==> config.mk <==
export PLATFORM = sky130hd
export DESIGN_NAME = avg_threshold_comparator
export DESIGN_NICKNAME = d
export VERILOG_FILES = /design/src/rtl/avgcmp_pkg.sv /design/src/rtl/avg_accumulator.sv /design/src/rtl/avg_result_stage.sv /design/src/rtl/avg_threshold_test.sv /design/src/rtl/avg_threshold_comparator.sv
export SDC_FILE = /design/constraint.sdc
export NUM_CORES = 1
export LEC_CHECK = 0
export ABC_AREA = 1
export BUFFER_PORTS_ARGS = -buffer_cell sky130_fd_sc_hd__buf_4
export CORE_ASPECT_RATIO = 0.7
export CORE_MARGIN = 5
export CORE_UTILIZATION = 30
export CTS_BUF_LIST = sky130_fd_sc_hd__clkbuf_4 sky130_fd_sc_hd__clkbuf_8
export CTS_CLUSTER_DIAMETER = 40
export DETAILED_ROUTE_END_ITERATION = 12
export SYNTH_ARGS = -nofsm -noshare
export SYNTH_HDL_FRONTEND = slang
export SYNTH_SLANG_ARGS = --single-unit
==> constraint.sdc <==
create_clock -name clk -period 5.1 [get_ports clk]
set_clock_uncertainty 0.15 [all_clocks]
set_input_delay 0.255 -clock clk [delete_from_list [all_inputs] [get_ports clk]]
set_output_delay 0.255 -clock clk [all_outputs]
set_load 0.02 [all_outputs]
==> src/rtl/avgcmp_pkg.sv <==
`timescale 1ns/1ps
package avgcmp_pkg;
  localparam int SEL_W    = 3;
  localparam int MAX_LOG2 = 6;
  localparam int LG_W     = 3;

  // Map the samples-per-conversion code to log2 of the sample count.
  function automatic logic [LG_W-1:0] count_log2(input logic [SEL_W-1:0] sel);
    logic [LG_W-1:0] lg;
    case (sel)
      3'd1:    lg = 3'd2;
      3'd2:    lg = 3'd3;
      3'd3:    lg = 3'd4;
      3'd4:    lg = 3'd5;
      3'd5:    lg = 3'd6;
      default: lg = 3'd0;   // codes 0, 6, 7: one sample
    endcase
    return lg;
  endfunction
endpackage

==> src/rtl/avg_accumulator.sv <==
`timescale 1ns/1ps
module avg_accumulator
  import avgcmp_pkg::*;
#(
  parameter int SAMPLE_W = 16,
  parameter int RESULT_W = 16
) (
  input  logic                clk,
  input  logic                rst_n,
  input  logic                accept,
  input  logic [SAMPLE_W-1:0] sample,
  input  logic [SEL_W-1:0]    count_sel,
  output logic                done,
  output logic [RESULT_W-1:0] avg
);
  localparam int ACC_W = SAMPLE_W + MAX_LOG2;
  localparam int CNT_W = MAX_LOG2;
  localparam int NSH   = 1 << LG_W;

  logic [CNT_W-1:0]    cnt_q;
  logic [ACC_W-1:0]    sum_q;
  logic [LG_W-1:0]     lg_q;
  logic                first;
  logic [LG_W-1:0]     lg_cur;
  logic [ACC_W-1:0]    next_sum;
  logic [CNT_W-1:0]    last_idx;
  logic                is_last;
  logic [RESULT_W-1:0] shifted [NSH];

  assign first    = (cnt_q == '0);
  assign lg_cur   = first ? count_log2(count_sel) : lg_q;
  assign next_sum = (first ? '0 : sum_q) + ACC_W'(sample);
  assign last_idx = ~({CNT_W{1'b1}} << lg_cur);
  assign is_last  = (cnt_q == last_idx);

  // One divider candidate per possible shift; lg_cur selects.
  for (genvar k = 0; k < NSH; k++) begin : g_shift
    assign shifted[k] = RESULT_W'(next_sum >> k);
  end

  assign avg  = shifted[lg_cur];
  assign done = accept && is_last;

  always_ff @(posedge clk or negedge rst_n) begin
    if (!rst_n) begin
      cnt_q <= '0;
      sum_q <= '0;
      lg_q  <= '0;
    end else if (accept) begin
      lg_q <= lg_cur;
      if (is_last) begin
        cnt_q <= '0;
        sum_q <= '0;
      end else begin
        cnt_q <= cnt_q + 1'b1;
        sum_q <= next_sum;
      end
    end
  end
endmodule

==> src/rtl/avg_result_stage.sv <==
`timescale 1ns/1ps
module avg_result_stage #(
  parameter int RESULT_W = 16
) (
  input  logic                clk,
  input  logic                rst_n,
  input  logic                load,
  input  logic [RESULT_W-1:0] load_data,
  input  logic                load_pol,
  input  logic                load_en,
  input  logic [RESULT_W-1:0] load_thr,
  input  logic                out_ready,
  output logic                out_valid,
  output logic                can_accept,
  output logic [RESULT_W-1:0] data_q,
  output logic                pol_q,
  output logic                en_q,
  output logic [RESULT_W-1:0] thr_q
);
  assign can_accept = !out_valid || out_ready;

  always_ff @(posedge clk or negedge rst_n) begin
    if (!rst_n) begin
      out_valid <= 1'b0;
      data_q    <= '0;
      pol_q     <= 1'b0;
      en_q      <= 1'b0;
      thr_q     <= '0;
    end else if (load) begin
      out_valid <= 1'b1;
      data_q    <= load_data;
      pol_q     <= load_pol;
      en_q      <= load_en;
      thr_q     <= load_thr;
    end else if (out_ready) begin
      out_valid <= 1'b0;
    end
  end
endmodule

==> src/rtl/avg_threshold_test.sv <==
`timescale 1ns/1ps
module avg_threshold_test #(
  parameter int W = 16
) (
  input  logic [W-1:0] value,
  input  logic [W-1:0] threshold,
  input  logic         polarity,
  input  logic         enable,
  output logic         hit
);
  logic above;
  assign above = value > threshold;
  assign hit   = enable && (polarity ? !above : above);
endmodule

==> src/rtl/avg_threshold_comparator.sv <==
`timescale 1ns/1ps
module avg_threshold_comparator
  import avgcmp_pkg::*;
#(
  parameter int SAMPLE_W = 16,
  parameter int RESULT_W = 16
) (
  input  logic                clk,
  input  logic                rst_n,
  input  logic                in_valid,
  output logic                in_ready,
  input  logic [SAMPLE_W-1:0] in_sample,
  input  logic [SEL_W-1:0]    count_sel,
  input  logic                cmp_polarity,
  input  logic                cmp_enable,
  input  logic [RESULT_W-1:0] cmp_threshold,
  output logic                out_valid,
  input  logic                out_ready,
  output logic [RESULT_W-1:0] out_result,
  output logic                cmp_event
);
  logic                accept;
  logic                conv_done;
  logic [RESULT_W-1:0] conv_avg;
  logic                pol_q;
  logic                en_q;
  logic [RESULT_W-1:0] thr_q;
  logic                hit;

  assign accept = in_valid && in_ready;

  avg_accumulator #(.SAMPLE_W(SAMPLE_W), .RESULT_W(RESULT_W)) u_acc (
    .clk       (clk),
    .rst_n     (rst_n),
    .accept    (accept),
    .sample    (in_sample),
    .count_sel (count_sel),
    .done      (conv_done),
    .avg       (conv_avg)
  );

  avg_result_stage #(.RESULT_W(RESULT_W)) u_stage (
    .clk        (clk),
    .rst_n      (rst_n),
    .load       (conv_done),
    .load_data  (conv_avg),
    .load_pol   (cmp_polarity),
    .load_en    (cmp_enable),
    .load_thr   (cmp_threshold),
    .out_ready  (out_ready),
    .out_valid  (out_valid),
    .can_accept (in_ready),
    .data_q     (out_result),
    .pol_q      (pol_q),
    .en_q       (en_q),
    .thr_q      (thr_q)
  );

  avg_threshold_test #(.W(RESULT_W)) u_cmp (
    .value     (out_result),
    .threshold (thr_q),
    .polarity  (pol_q),
    .enable    (en_q),
    .hit       (hit)
  );

  assign cmp_event = out_valid && out_ready && hit;
endmodule

==> impl_metrics.env, run 1 <==
export IMPL_synth_seq_cells=66
export IMPL_fillCellCount=1869
export IMPL_postCtsSetupBuffers=0
export IMPL_synth_top_area_cell="dfrtp_1"
export IMPL_hp_class="primary input to flop"
export IMPL_ctsHoldBuffers=19
export IMPL_worst_pin_slew_ps=894
export IMPL_cp_arrival_ps=3990
export IMPL_post_cts_resized=0
export IMPL_cts_sinks=66
export IMPL_die_h_microns=121
export IMPL_die_w_microns=169
export IMPL_cts_tree="built"
export IMPL_htree_levels=3
export IMPL_worst_r2r_endpoint="u_stage.data_q[11]"
export IMPL_tns_ps=0
export IMPL_finalHoldWorstSlack_ps=65.3
export IMPL_powerDensity_nw_per_um2=578
export IMPL_critical_path_most_common_cell="nand2_1"
export IMPL_first_global_vias=4991
export IMPL_place_hpwl_mm=11.4
export IMPL_crit_cells=15
export IMPL_placed_area_sq_um=5910
export IMPL_grt_max_degree=67
export IMPL_port_buffers=59
export IMPL_num_antenna_cells=0
export IMPL_insertion_delay_ps=360
export IMPL_end_kind="flop"
export IMPL_max_cap_violations=0
export IMPL_gp_congestion=0.875
export IMPL_rrSetupSlack_ps=1210
export IMPL_yosysSeqAreaShare=0.312
export IMPL_grt_pass1_wl_mm=24.8
export IMPL_vias=5231
export IMPL_synthesis_nets=875
export IMPL_critPathMaxFanout=50
export IMPL_fp_row_count=40
export IMPL_synth_top_area_frac=0.312
export IMPL_critical_path_top_delay_family="simple AND/OR/NAND/NOR gates"
export IMPL_postSynthAreaPerCell_sq_um=6.63
export IMPL_root_buffer="clkbuf_8"
export IMPL_synth_top_family_by_area="simple AND/OR/NAND/NOR gates"
export IMPL_rr_worst_depth=15
export IMPL_nets=945
export IMPL_fmax_mhz=257
export IMPL_rsz0062_at_grt="false"
export IMPL_routedWlPerCell_microns=13.3
export IMPL_ir_worst_vdd_mv=0.230
export IMPL_synth_async_sr_flop_share=1.00
export IMPL_ant_nets=0
export IMPL_leakagePower_nw=3.50
export IMPL_final_cell_area_sq_um=6350
export IMPL_critPathSlowestCell="clkinv_2"
export IMPL_reg2reg_from="u_acc.cnt_q[0]"
export IMPL_yosys_top_cells_area="dfrtp_1 (31%), nand2_1 (21%), nand3_1 (12%)"
export IMPL_grt_use_total=0.148
export IMPL_drt_iter0_drc=467
export IMPL_cp_endpoint="u_stage.data_q[11]"
export IMPL_hold_violations=0
export IMPL_crit_chain="inv_1, ha_1, nand3_1, nand2_1, nand2_2, inv_2, nand2_1, nand2_1, nand2_1, nand2_1, nor2_4, nand3_4, clkinv_2, nand3_1, nand2_1"
export IMPL_syn_instance_count=798
export IMPL_synth_cell_area_sq_um=5290
export IMPL_initial_core_util=0.307
export IMPL_core_sq_um=17200
export IMPL_synth_edf_count=0
export IMPL_layout_common_cells="nand2_1 (293), nand3_1 (128), inv_1 (89)"
export IMPL_yosys_area_share_simple=0.403
export IMPL_drc=0
export IMPL_ys_warn_count=0
export IMPL_synth_adder_area_share=0.0866
export IMPL_crit_type="flop to flop"
export IMPL_firstDrtPassIters=4
export IMPL_clk_path_buf_depth=2
export IMPL_period_share=0.763
export IMPL_slew_viol_final=0
export IMPL_final_common_cell="nand2_1"
export IMPL_die_area_sq_um=20400
export IMPL_status="complete, no violations"
export IMPL_drive_gt1_frac=0.124
export IMPL_overflow=0
export IMPL_required_ps=5200
export IMPL_synthMuxAreaShare=0.00189
export IMPL_area_delta_synth_final_pct=20.1
export IMPL_vias_per_cell=4.74
export IMPL_cp_startpoint="u_acc.cnt_q[0]"
export IMPL_setup_viol_count_final=0
export IMPL_cp_start_kind="flop"
export IMPL_slew_headroom=0.404
export IMPL_critPathBufInv=3
export IMPL_wl_mm=14.7
export IMPL_path_clk_slew_ps=80
export IMPL_antenna_found_initial=0
export IMPL_layout_min_cycle_time_ps=3890
export IMPL_synth_compound_area_frac=0.0816
export IMPL_ios=60
export IMPL_finalPower_mw=3.67
export IMPL_numCtsBuffers=9
export IMPL_crit_path_max_incr_delay_ps=550
export IMPL_synth_ff_type="dfrtp_1"
export IMPL_synthDistinctLibCells=42
export IMPL_synth_xor_area_frac=0.0199
==> layout make-up <==
type	count	area (sq um)	area share
tap	231	289	0.0455
inverter	95	360	0.0567
sequential	66	1650	0.260
clock buffer	10	138	0.0217
timing repair buffer	82	663	0.104
multi-input combinational	614	3140	0.494
clock inverter	6	113	0.0177
==> stage by stage <==
stage / util / instances / setup slack, ps
detailed placement: 0.343 / 1069 / 1220
global route: 0.369 / 1104 / 797
global placement: 0.343 / 1069 / 1360
floorplan: - / 798 / 1850
CTS: 0.369 / 1104 / 1200
finish: 0.369 / 1104 / 1210
==> how the worst min path moves through the flow <==
stage,start,end,cells after the start
after floorplan,rst_n,u_acc.cnt_q[0],0
after global placement,rst_n,u_stage.thr_q[5],1
after detailed placement,rst_n,u_stage.thr_q[5],1
after CTS,out_ready,u_stage.out_valid,4
after global routing,out_ready,u_stage.out_valid,4
final,out_ready,u_stage.out_valid,4
==> power breakdown <==
| part | internal [mW] | switching, mW |
|---|---|---|
| Combinational | 0.781 | 1.44 |
| Clock | 0.340 | 0.218 |
| Sequential | 0.740 | 0.153 |
==> routing by layer <==
| metal | global-route usage | wire length (microns) |
|---|---|---|
| met5 | 0 | 0 |
| met4 | 0.0279 | 107 |
| met3 | 0.0326 | 738 |
| met2 | 0.218 | 6120 |
| met1 | 0.224 | 7700 |
==> tightest hold or removal path: stages <==
cell and delay [ps]:
buf_4 90, inv_1 30, nand2_1 100, nand2_1 60
==> cell usage after synthesis, types with 3 or more instances <==
master,number
nand3b_1,6
nand3_1,128
nor2_1,33
nor2_4,3
nand2_1,293
nand2_2,3
nand2_4,3
dfrtp_1,66
o21ai_0,21
nor3_1,7
or2_2,3
inv_2,4
xor2_1,11
ha_1,35
o21ai_1,19
a21oi_1,20
buf_2,6
clkbuf_1,6
inv_1,89
o21ai_2,4
buf_1,4
buf_6,5
nand4_1,5
==> registers in the layout, summed over array words and instances, names as in the netlist <==
register	count
u_acc.sum_q	22
u_stage.data_q	16
u_stage.thr_q	16
u_acc.cnt_q	6
u_acc.lg_q	3
u_stage.en_q	1
u_stage.out_valid	1
u_stage.pol_q	1
==> logic make-up (layout without fill, tap and decap cells) <==
kind of cell | count (synthesis) | in the layout
AOI/OAI and AO/OA | 75 | 75
buffers and inverters | 118 | 193
and+or+nand+nor | 490 | 490
adders and majority gates | 36 | 36
xor gates and xnor gates | 12 | 12
DFF | 66 | 66
muxes | 1 | 1
(Power assumes the default switching activity.)
==> inputs of run 2 (changes only) <==
--- a/config.mk
+++ b/config.mk
@@ -5,7 +5,7 @@
 export SDC_FILE = /design/constraint.sdc
 export NUM_CORES = 1
 export LEC_CHECK = 0
-export ABC_AREA = 1
+export ABC_AREA = 0
 export BUFFER_PORTS_ARGS = -buffer_cell sky130_fd_sc_hd__buf_4
 export CORE_ASPECT_RATIO = 0.7
 export CORE_MARGIN = 5
==> constraint.sdc (replaced) <==
create_clock -name clk -period 3.84 [get_ports clk]
set_clock_uncertainty 0.15 [all_clocks]
set_input_delay 0.192 -clock clk [delete_from_list [all_inputs] [get_ports clk]]
set_output_delay 0.192 -clock clk [all_outputs]
set_load 0.02 [all_outputs]
==> run 2 against run 1 <==
  * Global-route usage up 0.095 points
  * Critical path depth increased by 3
  * Worst setup slack lost 1100 ps
  * Final cell count down 8.4%
  * Critical path type unchanged
  * Wire length up 8.0%
  * Combinational power up 100%
  * Synthesized area down 0.35%
  * Core utilization is 4.6 points higher
  * Sequential share of layout area fell by 2.9 points
  * Largest cell class unchanged
  * Cell area grew 13%
  * Critical endpoint unchanged
  * Register-to-register slack worse by 1100 ps
==> impl_metrics.env, run 2 <==
export IMPL_initial_core_util=0.306
export IMPL_worstHoldPathCells=3
export IMPL_largest_reg_flops=22
export IMPL_crit_type="flop to flop"
export IMPL_synth_cell_area_sq_um=5270
export IMPL_ir_worst_vdd_mv=0.392
export IMPL_syn_instance_count=654
export IMPL_power_frac_comb=0.702
export IMPL_largest_register="u_acc.sum_q"
export IMPL_gp_congestion=0.915
export IMPL_finalPower_mw=6.34
export IMPL_yosysSeqAreaShare=0.313
export IMPL_p_seq_frac=0.202
export IMPL_ys_warn_count=0
export IMPL_area_delta_synth_final_pct=35.7
export IMPL_yosys_top_cells_area="dfrtp_1 (31%), ha_1 (8.3%), nand2_1 (7.5%)"
export IMPL_place_ws_ps=-103
export IMPL_dr_max_layer_used="met4"
export IMPL_vias_per_cell=5.05
export IMPL_die_h_microns=121
export IMPL_hp_class="primary input to flop"
export IMPL_period_share=0.975
export IMPL_port_buffers=59
export IMPL_wl_met3_microns=948
export IMPL_antenna_found_initial=0
export IMPL_met2WireLength_mm=6.70
export IMPL_die_w_microns=168
export IMPL_numCtsBuffers=9
export IMPL_root_buffer="clkbuf_8"
export IMPL_p_switching_mw=2.97
export IMPL_hold_violations=0
export IMPL_path_clk_slew_ps=80
export IMPL_ant_nets=0
export IMPL_ios=60
export IMPL_layout_min_cycle_time_ps=3740
export IMPL_fin_util=0.415
export IMPL_holdPathEnd="u_stage.out_valid"
export IMPL_synth_most_common_cell="nand2_1"
export IMPL_drt_iter0_drc=354
export IMPL_grt_pass1_wl_mm=25.1
export IMPL_rrSetupSlack_ps=100
export IMPL_synth_edf_count=0
export IMPL_required_ps=3930
export IMPL_synth_commonest_cells="nand2_1 (106), dfrtp_1 (66), o21ai_0 (61)"
export IMPL_overflow=0
export IMPL_vias=5102
export IMPL_synthesis_nets=731
export IMPL_first_global_vias=4854
export IMPL_synth_ff_type="dfrtp_1"
export IMPL_m1WireLength_mm=8.06
export IMPL_grt_max_degree=67
export IMPL_synthDistinctLibCells=70
export IMPL_drc=0
export IMPL_firstDrtPassIters=5
export IMPL_critPathMaxFanout=6
export IMPL_tns_ps=0
export IMPL_cp_arrival_ps=3840
export IMPL_reg2reg_from="u_acc.cnt_q[1]"
export IMPL_biggestRegsByFlops="u_acc.sum_q (22), u_stage.data_q (16), u_stage.thr_q (16)"
export IMPL_fin_ws_ps=96.2
export IMPL_intPower_mw=3.37
export IMPL_status="complete, no violations"
export IMPL_wl_mm=15.8
export IMPL_leakagePower_nw=3.19
export IMPL_p_sw_frac=0.468
export IMPL_end_kind="flop"
export IMPL_layout_common_cells="buf_4 (126), nand2_1 (103), dfrtp_1 (66)"
export IMPL_rsz0062_at_grt="true"
export IMPL_final_common_cell="buf_4"
export IMPL_synth_top_area_frac=0.313
export IMPL_rr_worst_depth=18
export IMPL_cp_start_kind="flop"
export IMPL_postSynthAreaPerCell_sq_um=8.06
export IMPL_worst_r2r_endpoint="u_stage.data_q[11]"
export IMPL_routedWlPerCell_microns=15.7
export IMPL_hold_start="out_ready"
export IMPL_cts_sinks=66
export IMPL_slew_viol_final=0
export IMPL_synth_top_area_cell="dfrtp_1"
export IMPL_drive_gt1_frac=0.288
export IMPL_slew_headroom=0.406
export IMPL_p_clk_frac=0.096
export IMPL_synth_async_sr_flop_share=1.00
export IMPL_fp_row_count=40
export IMPL_insertion_delay_ps=360
export IMPL_place_hpwl_mm=11.2
export IMPL_setup_viol_count_final=0
export IMPL_fmax_mhz=267
export IMPL_clk_path_buf_depth=2
export IMPL_synth_seq_cells=66
export IMPL_worst_pin_slew_ps=891
export IMPL_htree_levels=3
export IMPL_num_antenna_cells=0
export IMPL_core_sq_um=17200
export IMPL_grt_use_total=0.149
export IMPL_die_area_sq_um=20400
export IMPL_cts_tree="built"
export IMPL_nets=852
export IMPL_powerDensity_nw_per_um2=886
export IMPL_max_cap_violations=0
[run 2: cell types whose count changed in the layout (fill, tap and decap cells not counted), sizes merged, moves of 10 or more]
cell / delta
nand2: -191
nand3: -115
buf: +69
inv: -67
o21ai: +24
and2: +20
o31ai: +15
a21o: +14
nand2b: +11
a211oi: +10
a21oi: +10
[run 2: repair_timing]
action,in CTS,in global routing
cloned,0,2
hold buffers,19,0
gates resized for setup,7,54
pin swaps,1,28
endpoints found under the setup margin,10,14
setup buffers,1,18
endpoints found under the hold margin,84,0
[run 2: per-layer routing]
metal / up-vias / track usage
li1: 2584 / -
met1: 2370 / 0.224
met2: 132 / 0.218
met3: 16 / 0.0361
met4: 0 / 0.0279
met5: - / 0
[run 2: worst max path at each step]
stage              startpoint                 end  slack (ps)  depth (start not counted)
2_1_floorplan  u_acc.cnt_q[1]  u_stage.data_q[13]        -120                         19
3_3_place_gp   u_acc.cnt_q[1]  u_stage.data_q[13]         -90                         18
3_5_place_dp   u_acc.cnt_q[1]  u_stage.data_q[13]        -100                         14
4_1_cts        u_acc.cnt_q[1]  u_stage.data_q[13]         -10                         16
5_1_grt        u_acc.cnt_q[1]  u_stage.data_q[13]         -90                         18
6_report       u_acc.cnt_q[1]  u_stage.data_q[11]         100                         18
[run 2: power groups by stage]
stage | sequential, mW | combinational (mW) | clock [mW]
6_report | 1.28 | 4.45 | 0.608
5_1_grt | 1.32 | 4.93 | 0.654
4_1_cts | 1.28 | 3.98 | 0.624
3_5_place_dp | 1.29 | 3.89 | 0
3_3_place_gp | 1.29 | 3.88 | 0
2_1_floorplan | 1.31 | 2.61 | 0
[run 2: layout make-up]
cell class,count,area [sq um]
Fill cell,1786,10100
Timing Repair Buffer,151,1210
Tap cell,231,289
Clock inverter,6,67.6
Clock buffer,10,131
Multi-Input combinational cell,519,3700
Sequential cell,66,1650
Inverter,28,105
[run 2: critical path, cell delays in order (launching register included)]
cell      delay [ps]
dfrtp_1          400
inv_2             90
ha_4             120
nor3b_4          170
buf_6            170
nand2_8           90
buf_2            180
and2_1           180
ha_4             240
nand2_2           70
nor2_1            60
a211o_1          310
or4b_4           490
o311a_1          180
nor2_1           100
a21o_1           120
buf_4            120
a211oi_2          70
a221o_1          320
[run 2: logic make-up (layout without fill, tap and decap cells)]
logic type / Yosys count / after routing / synth area share
and+or+nand+nor: 244 / 245 / 0.224
DFF: 66 / 66 / 0.313
muxes: 14 / 14 / 0.0278
adders and majority gates: 36 / 36 / 0.0869
AOI/OAI and AO/OA: 202 / 202 / 0.252
buffers and inverters: 70 / 195 / 0.0598
xor gates and xnor gates: 22 / 22 / 0.0366
[run 2: stage by stage]
stage	cells	hold WS [ps]	cell area [sq um]
global route	1011	84.8	7150
floorplan	654	-254	5410
detailed placement	955	224	6280
finish	1011	66.5	7150
CTS	991	67.9	6730
global placement	955	221	6280
